$ cat src/rtl/ext_reach_pkg.sv
package ext_reach_pkg;

   typedef enum logic [2:0] {
      ST_IDLE,
      ST_RD_CTRL,
      ST_RD_LEN,
      ST_WR_SLEEP,
      ST_WR_MODE,
      ST_HOLD,
      ST_WR_WAKE
   } seq_state_t;

   localparam logic [1:0] SLP_OFF   = 2'b00;
   localparam logic [1:0] SLP_AUTO  = 2'b01;
   localparam logic [1:0] SLP_FORCE = 2'b10;

   // Control word: bit7 zero, 6:5 kept mute/bypass, 4:3 sleep, 2 mode, 1:0 zero
   function automatic logic [7:0] ctrl_word(input logic [1:0] keep,
                                            input logic [1:0] slp,
                                            input logic       ext);
      return {1'b0, keep, slp, ext, 2'b00};
   endfunction

endpackage

$ cat src/rtl/seq_interval.sv
module seq_interval #(
   parameter int unsigned LIMIT = 16
) (
   input  logic clk,
   input  logic rst_n,
   input  logic run,
   output logic hit
);
   localparam int unsigned CW = (LIMIT > 1) ? $clog2(LIMIT) : 1;

   generate
      if (LIMIT <= 1) begin : g_trivial
         assign hit = run;
      end else begin : g_count
         logic [CW-1:0] cnt;
         assign hit = run && (cnt == CW'(LIMIT - 1));
         always_ff @(posedge clk or negedge rst_n) begin
            if (!rst_n)       cnt <= '0;
            else if (!run)    cnt <= '0;
            else if (hit)     cnt <= '0;
            else              cnt <= cnt + 1'b1;
         end
      end
   endgenerate
endmodule

$ cat src/rtl/ext_reach_seq.sv
module ext_reach_seq
   import ext_reach_pkg::*;
#(
   parameter int unsigned CLK_HZ      = 100_000_000,
   parameter int unsigned WAIT_CYCLES = 100_000,
   parameter int unsigned POLL_CYCLES = 4096,
   parameter logic [4:0]  CODE_THRESH = 5'b10010,
   parameter logic [7:0]  CTRL_ADDR   = 8'h00,
   parameter logic [7:0]  LEN_ADDR    = 8'h03
) (
   input  logic       clk,
   input  logic       rst_n,
   input  logic       cfg_sleep_off,
   output logic       req_valid,
   output logic       req_write,
   output logic [7:0] req_addr,
   output logic [7:0] req_wdata,
   input  logic [7:0] rsp_rdata,
   input  logic       rsp_done,
   output logic       mode_ext,
   output logic       busy
);
   localparam int unsigned MIN_WAIT = CLK_HZ / 1000;

   generate
      if (WAIT_CYCLES < MIN_WAIT || WAIT_CYCLES == 0) begin : g_bad_wait
         $error("WAIT_CYCLES shorter than one millisecond of clk");
      end
      if (POLL_CYCLES == 0) begin : g_bad_poll
         $error("POLL_CYCLES must be at least 1");
      end
   endgenerate

   seq_state_t state;
   logic [1:0] keep_q;
   logic       target_q;
   logic       poll_hit;
   logic       hold_hit;
   logic       carrier;
   logic [4:0] len_code;
   logic [1:0] wake_slp;

   seq_interval #(.LIMIT(POLL_CYCLES)) i_poll (
      .clk(clk), .rst_n(rst_n), .run(state == ST_IDLE), .hit(poll_hit));

   seq_interval #(.LIMIT(WAIT_CYCLES)) i_hold (
      .clk(clk), .rst_n(rst_n), .run(state == ST_HOLD), .hit(hold_hit));

   assign carrier  = rsp_rdata[7];
   assign len_code = rsp_rdata[7:3];
   assign wake_slp = cfg_sleep_off ? SLP_OFF : SLP_AUTO;

   always_comb begin
      req_valid = 1'b0;
      req_write = 1'b0;
      req_addr  = CTRL_ADDR;
      req_wdata = 8'h00;
      busy      = 1'b0;
      unique case (state)
         ST_IDLE: ;
         ST_RD_CTRL: req_valid = 1'b1;
         ST_RD_LEN: begin
            req_valid = 1'b1;
            req_addr  = LEN_ADDR;
         end
         ST_WR_SLEEP: begin
            req_valid = 1'b1;
            req_write = 1'b1;
            req_wdata = ctrl_word(keep_q, SLP_FORCE, mode_ext);
            busy      = 1'b1;
         end
         ST_WR_MODE: begin
            req_valid = 1'b1;
            req_write = 1'b1;
            req_wdata = ctrl_word(keep_q, SLP_FORCE, target_q);
            busy      = 1'b1;
         end
         ST_HOLD: busy = 1'b1;
         ST_WR_WAKE: begin
            req_valid = 1'b1;
            req_write = 1'b1;
            req_wdata = ctrl_word(keep_q, wake_slp, target_q);
            busy      = 1'b1;
         end
         default: ;
      endcase
   end

   always_ff @(posedge clk or negedge rst_n) begin
      if (!rst_n) begin
         state    <= ST_IDLE;
         keep_q   <= 2'b00;
         target_q <= 1'b0;
         mode_ext <= 1'b0;
      end else begin
         unique case (state)
            ST_IDLE:
               if (poll_hit) state <= ST_RD_CTRL;
            ST_RD_CTRL:
               if (rsp_done) begin
                  keep_q <= rsp_rdata[6:5];
                  if (mode_ext) begin
                     if (!carrier) begin
                        target_q <= 1'b0;
                        state    <= ST_WR_SLEEP;
                     end else begin
                        state <= ST_IDLE;
                     end
                  end else begin
                     state <= carrier ? ST_RD_LEN : ST_IDLE;
                  end
               end
            ST_RD_LEN:
               if (rsp_done) begin
                  if (len_code < CODE_THRESH) begin
                     target_q <= 1'b1;
                     state    <= ST_WR_SLEEP;
                  end else begin
                     state <= ST_IDLE;
                  end
               end
            ST_WR_SLEEP:
               if (rsp_done) state <= ST_WR_MODE;
            ST_WR_MODE:
               if (rsp_done) state <= ST_HOLD;
            ST_HOLD:
               if (hold_hit) state <= ST_WR_WAKE;
            ST_WR_WAKE:
               if (rsp_done) begin
                  mode_ext <= target_q;
                  state    <= ST_IDLE;
               end
            default: state <= ST_IDLE;
         endcase
      end
   end
endmodule

$ cat config.mk
export PLATFORM = sky130hd
export DESIGN_NAME = ext_reach_seq
export DESIGN_NICKNAME = d
export VERILOG_FILES = /design/src/rtl/ext_reach_pkg.sv /design/src/rtl/seq_interval.sv /design/src/rtl/ext_reach_seq.sv
export SDC_FILE = /design/constraint.sdc
export NUM_CORES = 1
export LEC_CHECK = 0
export ABC_AREA = 1
export CORE_ASPECT_RATIO = 1.5
export CORE_MARGIN = 10
export CORE_UTILIZATION = 54
export DETAILED_ROUTE_END_ITERATION = 7
export HOLD_SLACK_MARGIN = 0.05
export PLACE_DENSITY = 0.8
export SYNTH_ARGS = -nofsm -noshare
export SYNTH_HDL_FRONTEND = slang
export SYNTH_HIERARCHICAL = 1
export SYNTH_SLANG_ARGS = --single-unit
$ cat constraint.sdc
create_clock -name clk -period 1.9 [get_ports clk]
set_input_delay 0.19 -clock clk [delete_from_list [all_inputs] [get_ports clk]]
set_output_delay 0.19 -clock clk [all_outputs]
set_load 0.1 [all_outputs]
* Word-level counts from Yosys, hierarchy flattened
Cells that the tools add are included. Widths: inputs -> output; s select.
Storage, ports and cells: flip-flop bits (word level) 36, input bits 12, output and inout port bits 20
Cells by class: add/sub/neg operators 2, magnitude comparators 1, equal/unequal tests 18, muxes and demuxes 28, reduce and logical (&&, ||, !) cells 11
Operator list (number):
- $mux 17 | 2
- $mux 12 | 2
- $mux 3 | 8
- $pmux 3 s7 | 1
- $pmux 7 s3 | 1
- $ne 2x2->1 const B | 10
- $add 17x1->17 const B | 1
- $eq 17x17->1 const B | 1
- $add 12x1->12 const B | 1
- $eq 12x12->1 const B | 1
- $eq 3x3->1 const B | 3
- $mux 1 | 9
- $mux 2 | 4
- $reduce_and 7->1 | 1
- $eq 3x2->1 const B | 2
- $reduce_and 6->1 | 1
- $lt 5x5->1 const B | 1
- $reduce_or 5->1 | 1
- $reduce_and 2->1 | 2
- $reduce_or 4->1 | 1
- $eq 3x1->1 const B | 1
- $logic_not 3->1 | 1
- $reduce_or 3->1 | 1
- $logic_and 1x1->1 | 2
- 2 further kinds | 2

* Logic depth before layout (Yosys ltp)
Gate-level depths: netlist of the first run.
word-level depth 4, gate-level depth with buffers 14, mapped depth without buffers 13

* By module
Netlist of the first run, hierarchy kept.
By module, submodules not included:
- seq_interval at i_hold | times used 1, cells each 128, area each 957.2 sq um, sequential area each 425.4 sq um
- seq_interval at i_poll | times used 1, cells each 86, area each 665.6 sq um, sequential area each 300.3 sq um
- ext_reach_seq | times used 1, cells each 96, area each 604.3 sq um, sequential area each 175.2 sq um

* Worst setup path after synthesis of the first run
No wires, ideal clock.
path type flip-flop to output port, from register state[0], to output req_wdata[3], data arrival time 3410 ps, path slack -1700 ps, stages on the path, launching flop included 3, path buffers 1, cells stage by stage dfrtp_1 > buf_6 > nor4_1
Between the ends: cells in the longest elaborated chain, start to end 2
Ends and longest elaborated chain:
- start: declaration | line ext_reach_seq.sv:34 | seq_state_t state;
- start signal: assignment | line ext_reach_seq.sv:110 | state <= carrier ? ST_RD_LEN : ST_IDLE;
- $eq 3x3->1 or $eq 3x2->1 (tied branches) | line ext_reach_seq.sv:59 | unique case (state)
- $pmux 7 s3 * | line ext_reach_seq.sv:59
- end: declaration | line ext_reach_seq.sv:17 | output logic [7:0] req_wdata,
Every way passes the cells marked *; elsewhere a longest branch is shown, timed or not.

* Worst setup path after layout of the first run
from register state[2], to output req_wdata[5]
The elaborated chain is that of the path after synthesis.

==> results.toml, run 1 <==
[status]
status = "complete, no violations"

[worst_setup_path]
cpMostUsedCell = "inv_2"
worstSetupEndpointType = "output pin"
cpPeakStageDelay_ns = 0.38
crit_family = "buffers and inverters"
worstPathArrival_ns = 1.61
crit_required_ns = 1.71
r2r-start = "state[0]"
reg2reg_slack_ns = 0.19
crit_chain = "buf_4 -> inv_2 -> nand3_2 -> nand2_4 -> inv_2 -> nor2_4 -> buf_12"
path_buf_inv = 4
crit_path_top_delay_cell = "dfrtp_1"
cp_max_fo = 8
critPathKind = "flip-flop to output pin"
startpoint_type = "flip-flop"
r2r_end = "state[0]"
reg2reg_depth = 14

[synthesis]
synth-compound-area-share_pct = 3.37
synthSimpleGateAreaFrac_pct = 39.0
synth_warnings = 6
synth_xor_area_share_pct = 4.33
synth_seq_area_share_pct = 40.4
synthCells = 310
synth_top_family_by_area = "simple AND/OR/NAND/NOR gates"
ys_seq_elements = 36
netlist_area_sq_mm = 0.00223
synth_fa_ha_area_share_pct = 1.69
synth_cell_types = 25
synth_mux_area_share_pct = 0
avgSynthCellArea_sq_um = 7.18

[layout]
utilization_pct = 68.5
antenna-diode-count = 0
fin_cells = 384
areaGrowthSynthToFinish_pct = 21.7
drive_gt1_share_pct = 18.9
nFillCells = 341
finish.net_count = 355
design_area_sq_mm = 0.00271
seq_area_sq_um = 903
multi_input_area_sq_mm = 0.00118

[floorplanning]
die-area_sq_mm = 0.00715
core_area_sq_mm = 0.00396
ios = 32
die_w_microns = 72.4
die_y_microns = 98.7
rows = 28
start_util_pct = 56.3

[global_route]
overflow = 0
grt_pass1_wl_mm = 8.54
grt_pass1_vias = 1949
antenna_found_initial = 0
grt_max_degree = 17
grt_usage_pct = 14.2

[clock_tree]
cts_buffers = 5
cts.sinks = 36
clk_latency_ns = 0.28
cts_tree = "done"
cts_buffer_depth = 2
cts-root-buf = "clkbuf_8"
clk_pin_slew_ns = 0.07
htreeDepth = 2

[place]
globalplace.congestion = 0.830
dpl.cell_count = 376
pre_cts_ws_ns = 0.175
portBuffers = 18
hpwlAfterDp_mm = 3.74
placed_cell_area_sq_mm = 0.00261

[timing]
finalCritPeriodShare_pct = 94.6
setup_ws_ns = 0.102
setup_viol = 0
finalCriticalPeriod_ns = 1.80
max_freq_ghz = 0.556
maxSlewViolCount = 0
hold_violations = 0
holdWs_ns = 0.342
finalSetupTns_ns = 0
clock_skew_ns = 0.00586

[routing]
highest_layer = "met4"
met1_length_mm = 1.89
vias = 1987
routed_wirelength_mm = 4.80
post_drt_wl_per_cell_microns = 12.5
dr.pass1.iters = 4
final_antenna_net_count = 0
dr_wl_met3_microns = 251
drcViolationCount = 0
met2_length_mm = 2.62
drtIter0Drc = 97
via_per_inst = 5.17

[power_and_ir_drop]
vdd_drop_max_uv = 417
p_total_mw = 1.39
powerDensity_mw_per_mm2 = 512
p_leak_nw = 1.17

[run]
drv_cap = 0

[hold_path]
hp-class = "input pin to asynchronous set/reset pin"
Yosys cell counts (all sizes together):
cell type | instances | share of area [%]
conb | 1 | 0.17
nand4 | 8 | 2.2
nor2 | 64 | 13
xor2 | 8 | 3.1
o21ai | 5 | 1.1
a21oi | 3 | 0.67
o21bai | 3 | 1.0
buf | 11 | 3.9
inv | 42 | 7.1
nor3b | 3 | 1.0
nor4 | 1 | 0.28
o22ai | 2 | 0.56
xnor2 | 3 | 1.2
nand2 | 90 | 16
ha | 3 | 1.7
nand3 | 25 | 5.8
dfrtp | 36 | 40
nor3 | 2 | 0.45
final cells by class:
type / count / share of cell area [%]
Multi-Input combinational cell: 229 / 43.6
Sequential cell: 36 / 33.3
Clock buffer: 6 / 2.68
Inverter: 42 / 5.95
Tap cell: 45 / 2.08
Timing Repair Buffer: 26 / 12.4
logic make-up after synthesis:
kind of cell / count (synthesis)
simple gates: 193
xor+xnor: 11
fa+ha+maj: 3
compound gates: 13
flops: 36
other cells: 1
buf+inv: 53
registers in the layout, summed over array words and instances, names as in the netlist:
| register | flops |
|---|---|
| i_hold/g_count.cnt | 17 |
| i_poll/g_count.cnt | 12 |
| keep_q | 2 |
| mode_ext | 1 |
| state | 3 |
| target_q | 1 |
placed cells by master (no fill, tap or decap), types with 7 or more instances in the layout:
| master | netlist | routed |
|---|---|---|
| buf_12 | 0 | 10 |
| buf_4 | 10 | 8 |
| conb_1 | 1 | 9 |
| dfrtp_1 | 36 | 34 |
| inv_1 | 39 | 35 |
| nand2_1 | 81 | 79 |
| nand2_2 | 9 | 10 |
| nand3_1 | 24 | 23 |
| nand4_1 | 8 | 8 |
| nor2_1 | 52 | 49 |
| nor2_2 | 8 | 8 |
| nor2_4 | 4 | 7 |
| xor2_1 | 8 | 8 |
layer usage:
layer	track usage, %	vias to the layer above
li1	-	998
met1	15.0	934
met2	25.3	51
met3	4.22	4
met4	5.43	0
met5	0	-
power breakdown:
group | total (mW) | internal, mW | leakage [nW] | switching [mW]
clock | 0.503 | 0.245 | 0.0371 | 0.258
sequential | 0.766 | 0.766 | 0.480 | 0
combinational | 0.119 | 0.0181 | 0.654 | 0.101
total | 1.39 | 1.03 | 1.17 | 0.360
worst max-delay path by stage:
stage,cells after the start,slack (ns),start,to
floorplan,5,0.003,state[2],req_wdata[5]
global placement,11,0.23,state[0],state[0]
global route,11,-0.001,state[1],state[0]
detailed placement,14,0.18,state[0],state[0]
finish,7,0.10,state[2],req_wdata[5]
CTS,8,0.05,state[2],busy
what timing repair did:
action / 4_1_cts / 5_1_grt
resized for setup: 1 / 5
endpoints found under the setup margin: 1 / 6
hold endpoints to repair: 14 / 0
hold buffers: 1 / 0
buffers inserted: 0 / 1
No activity file was read; power rests on OpenSTA's default activity.
==> run 2: changes to the inputs <==
--- a/config.mk
+++ b/config.mk
@@ -11,6 +11,7 @@
 export CORE_UTILIZATION = 54
 export DETAILED_ROUTE_END_ITERATION = 7
 export HOLD_SLACK_MARGIN = 0.05
+export MAX_ROUTING_LAYER = met4
 export PLACE_DENSITY = 0.8
 export SYNTH_ARGS = -nofsm -noshare
 export SYNTH_HDL_FRONTEND = slang
==> results.toml, run 2 (same netlist as run 1, synthesis figures left out) <==
[place]
hpwlAfterDp_mm = 3.74
globalplace.congestion = 0.842
portBuffers = 18
pre_cts_ws_ns = 0.175

[floorplanning]
start_util_pct = 56.3
rows = 28
die-area_sq_mm = 0.00715
die_y_microns = 98.7
core_area_sq_mm = 0.00396
ios = 32
die_w_microns = 72.4

[run]
drv_cap = 0

[timing]
finalCritPeriodShare_pct = 94.6
setup_ws_ns = 0.102
hold_violations = 0
finalCriticalPeriod_ns = 1.80
clock_skew_ns = 0.00679
maxSlewViolCount = 0
max_freq_ghz = 0.556
setup_viol = 0

[routing]
drtIter0Drc = 132
dr.pass1.iters = 4
vias = 1978
routed_wirelength_mm = 4.83
drcViolationCount = 0
via_per_inst = 5.15
final_antenna_net_count = 0
post_drt_wl_per_cell_microns = 12.6

[worst_setup_path]
critPathKind = "flip-flop to output pin"
crit_path_top_delay_cell = "dfrtp_1"
crit_required_ns = 1.71
startpoint_type = "flip-flop"
worstPathArrival_ns = 1.61
cp_max_fo = 8
cpMostUsedCell = "inv_2"
cpPeakStageDelay_ns = 0.38
crit_chain = "buf_4 -> inv_2 -> nand3_2 -> nand2_4 -> inv_2 -> nor2_4 -> buf_12"
worstSetupEndpointType = "output pin"

[global_route]
busiest_layer = "met2"
grt_pass1_vias = 1955
grt_max_degree = 17
grtUsageMet2_pct = 25.3
overflow = 0
gr-usage-met3_pct = 4.22
antenna_found_initial = 0
grt_usage_pct = 14.6
grt_pass1_wl_mm = 8.54
grt_use_met1_pct = 15.0

[layout]
regMostFlops = "i_hold/g_count.cnt"
antenna-diode-count = 0
drive_gt1_share_pct = 18.9
final_cell_mix = "79 x nand2_1, 49 x nor2_1, 35 x inv_1"
largestRegisters = "i_hold/g_count.cnt: 17 flops, i_poll/g_count.cnt: 12 flops, state: 3 flops"
layout_commonest_cell = "nand2_1"
largest_reg_flops = 17
areaGrowthSynthToFinish_pct = 21.7
finish.net_count = 355

[power_and_ir_drop]
vdd_drop_max_uv = 418
powerDensity_mw_per_mm2 = 512
p_leak_nw = 1.17
p_total_mw = 1.39

[clock_tree]
clk_pin_slew_ns = 0.07
cts_tree = "done"
cts.sinks = 36
cts_buffer_depth = 2
cts_buffers = 5
htreeDepth = 2
cts-root-buf = "clkbuf_8"
clk_latency_ns = 0.28

[status]
status = "complete, no violations"

[hold_path]
hp-class = "input pin to asynchronous set/reset pin"
[run 2: cell counts in the layout (fill, tap and decap cells not counted)]
Identical to the previous run, type by type.
[run 2: where the power goes]
group | total, mW | switching, mW | leakage (nW) | internal (mW)
logic | 0.120 | 0.101 | 0.654 | 0.0181
registers | 0.766 | 0 | 0.480 | 0.766
clock network | 0.502 | 0.258 | 0.0371 | 0.245
total | 1.39 | 0.359 | 1.17 | 1.03
[run 2: final cells by class]
| cell class | count | area (sq um) |
|---|---|---|
| Fill cell | 341 | 1250 |
| Multi-Input combinational cell | 229 | 1180 |
| Sequential cell | 36 | 903 |
| Timing Repair Buffer | 26 | 335 |
| Inverter | 42 | 161 |
| Clock buffer | 6 | 72.6 |
| Tap cell | 45 | 56.3 |
[run 2: timing repair]
action | in CTS | in global routing
buffers inserted | 0 | 1
endpoints found under the hold margin | 14 | 0
pin swaps | 0 | 0
gates resized for setup | 1 | 5
hold buffers | 1 | 0
endpoints found under the setup margin | 1 | 6
[run 2: path summary, 6_finish.rpt]
check / startpoint / endpoint / slack (ns) / cells after the start
max reg2reg: state[0] / state[0] / 0.17 / 14
min: rst_n / i_hold/g_count.cnt[11] / 0.34 / 2
min in group clk: target_q / target_q / 0.48 / 2
max: state[2] / req_wdata[5] / 0.10 / 7
min reg2reg: target_q / target_q / 0.48 / 2
max in group asynchronous: rst_n / state[0] / 1.05 / 3
[run 2: metrics by stage]
stage | utilization, % | setup TNS, ns | hold WS (ns) | instance area [sq um] | instances
floorplan | - | 0 | -0.106 | 2320 | 318
global placement | 65.9 | 0 | 0.114 | 2610 | 376
detailed placement | 65.9 | 0 | 0.117 | 2610 | 376
CTS | 68.1 | 0 | 0.343 | 2700 | 383
global route | 68.5 | -0.00118 | 0.375 | 2710 | 384
finish | 68.5 | 0 | 0.342 | 2710 | 384
[run 2: layer usage]
metal / vias to the layer above / wire (microns)
met4: 0 / 38
met2: 47 / 2610
li1: 997 / -
met1: 930 / 1950
met3: 4 / 225
met5: - / 0
[run 2: critical path, delay by kind of cell, from the launching register on]
kind | cells | cell delay, ns
simple gates | 3 | 0.39
flops | 1 | 0.38
buf+inv | 4 | 0.55
==> run 3: changes to the inputs <==
--- a/config.mk
+++ b/config.mk
@@ -7,7 +7,7 @@
 export LEC_CHECK = 0
 export ABC_AREA = 1
 export CORE_ASPECT_RATIO = 1.5
-export CORE_MARGIN = 10
+export CORE_MARGIN = 2
 export CORE_UTILIZATION = 54
 export DETAILED_ROUTE_END_ITERATION = 7
 export HOLD_SLACK_MARGIN = 0.05
==> constraint.sdc (replaced) <==
create_clock -name clk -period 1.8 [get_ports clk]
set_input_delay 0.18 -clock clk [delete_from_list [all_inputs] [get_ports clk]]
set_output_delay 0.18 -clock clk [all_outputs]
set_load 0.1 [all_outputs]
==> results.toml, run 3 (same netlist as run 1, synthesis figures left out) <==
[layout]
finish.net_count = 356
antenna-diode-count = 0
areaGrowthSynthToFinish_pct = 25.2
largest_reg_flops = 17
final_cell_mix = "79 x nand2_1, 49 x nor2_1, 36 x inv_1"
drive_gt1_share_pct = 19.9
regMostFlops = "i_hold/g_count.cnt"
largestRegisters = "i_hold/g_count.cnt: 17 flops, i_poll/g_count.cnt: 12 flops, state: 3 flops"
fin_cells = 387
layout_commonest_cell = "nand2_1"

[status]
status = "complete, no violations"

[global_route]
overflow = 0
grt_max_degree = 18
grt_usage_pct = 23.4
busiest_layer = "met2"
grtUsageMet2_pct = 41.9
grt_pass1_wl_mm = 8.34
grt_use_met1_pct = 24.7
gr-usage-met3_pct = 3.74
grt_pass1_vias = 1977
antenna_found_initial = 0

[floorplanning]
rows = 28
start_util_pct = 56.3
die_y_microns = 82.7
ios = 32
core_area_sq_mm = 0.00396
die-area_sq_mm = 0.00466
die_w_microns = 56.4

[run]
drv_cap = 0

[clock_tree]
clk_latency_ns = 0.29
cts.sinks = 36
cts-root-buf = "clkbuf_8"
htreeDepth = 2
cts_buffer_depth = 2
cts_tree = "done"
cts_buffers = 5
clk_pin_slew_ns = 0.08

[worst_setup_path]
reg2reg_slack_ns = 0.22
critPathKind = "flip-flop to output pin"
r2r-start = "state[0]"
crit_required_ns = 1.62
startpoint_type = "flip-flop"
worstSetupEndpointType = "output pin"
worstPathArrival_ns = 1.52
r2r_end = "state[0]"
reg2reg_depth = 12
cp_max_fo = 8

[timing]
max_freq_ghz = 0.587
clock_skew_ns = 0.0146
maxSlewViolCount = 0
setup_viol = 0
finalCritPeriodShare_pct = 94.7
hold_violations = 0
finalCriticalPeriod_ns = 1.70
finalSetupTns_ns = 0

[place]
dpl.cell_count = 377
hpwlAfterDp_mm = 3.63
portBuffers = 18
globalplace.congestion = 0.834

[power_and_ir_drop]
p_leak_nw = 1.20
combPwrFrac_pct = 7.3
powerDensity_mw_per_mm2 = 614
seq_power_share_pct = 47.2
p_switching_mw = 0.395
swShare_pct = 23.1
vdd_drop_max_uv = 633
clockPowerShare_pct = 45.4
intPower_mw = 1.32
p_total_mw = 1.71

[routing]
via_per_inst = 5.25
dr.pass1.iters = 4
post_drt_wl_per_cell_microns = 12.5
routed_wirelength_mm = 4.82
final_antenna_net_count = 0
vias = 2033
drcViolationCount = 0
drtIter0Drc = 54

[hold_path]
hp-class = "input pin to asynchronous set/reset pin"
[run 3: cell count changes in the layout (fill, tap and decap cells not counted), sizes merged]
| cell | previous run | this run |
|---|---|---|
| buf | 19 | 20 |
| bufinv | 0 | 1 |
| clkbuf | 6 | 7 |
[run 3: area by class of cell]
cell class,count,area [sq um]
Multi-Input combinational cell,229,1190
Sequential cell,36,903
Clock inverter,1,30.0
Clock buffer,7,96.3
Fill cell,332,1170
Tap cell,45,56.3
Inverter,42,166
Timing Repair Buffer,27,347
[run 3: metrics by stage]
stage	hold slack (ns)	util [%]	setup slack, ns	cell area, sq um
2_1_floorplan	-0.116	-	-0.0208	2320
3_3_place_gp	0.111	66.2	0.195	2620
3_5_place_dp	0.122	66.2	0.130	2620
4_1_cts	0.340	69.7	0.0220	2760
5_1_grt	0.363	70.4	-0.0281	2790
6_report	0.340	70.4	0.0953	2790
[run 3: routing by layer]
metal | wire [microns] | up-vias
li1 | - | 1004
met1 | 1900 | 955
met2 | 2600 | 53
met3 | 176 | 21
met4 | 142 | 0
met5 | 0 | -
[run 3: power groups by stage]
stage	registers, mW	logic, mW	clock network, mW
floorplan	0.824	0.103	0
global route	0.808	0.133	0.827
finish	0.808	0.126	0.777
CTS	0.808	0.127	0.798
detailed placement	0.824	0.125	0
global placement	0.824	0.124	0
[run 3: repair_timing]
| action | in CTS | in global routing |
|---|---|---|
| hold buffers | 1 | 0 |
| endpoints found under the hold margin | 15 | 0 |
| setup buffers | 0 | 1 |
| endpoints found under the setup margin | 3 | 5 |
| gates resized for setup | 2 | 6 |
[run 3: how the worst max path moves through the flow]
stage,from,to,slack (ns),depth (start not counted)
final,state[2],busy,0.1,8
after floorplan,state[2],req_wdata[5],-0.02,6
after CTS,state[2],busy,0.02,8
after global placement,state[0],state[1],0.19,11
after detailed placement,state[0],state[1],0.13,12
after global routing,state[0],state[0],-0.03,12
[run 3: worst max-delay path: stages, from the launching register on]
cell     delay (ns)
dfrtp_1        0.40
buf_6          0.14
inv_4          0.11
nor2_2         0.05
inv_2          0.11
nand2_4        0.08
inv_4          0.09
nand2_2        0.07
buf_12         0.17
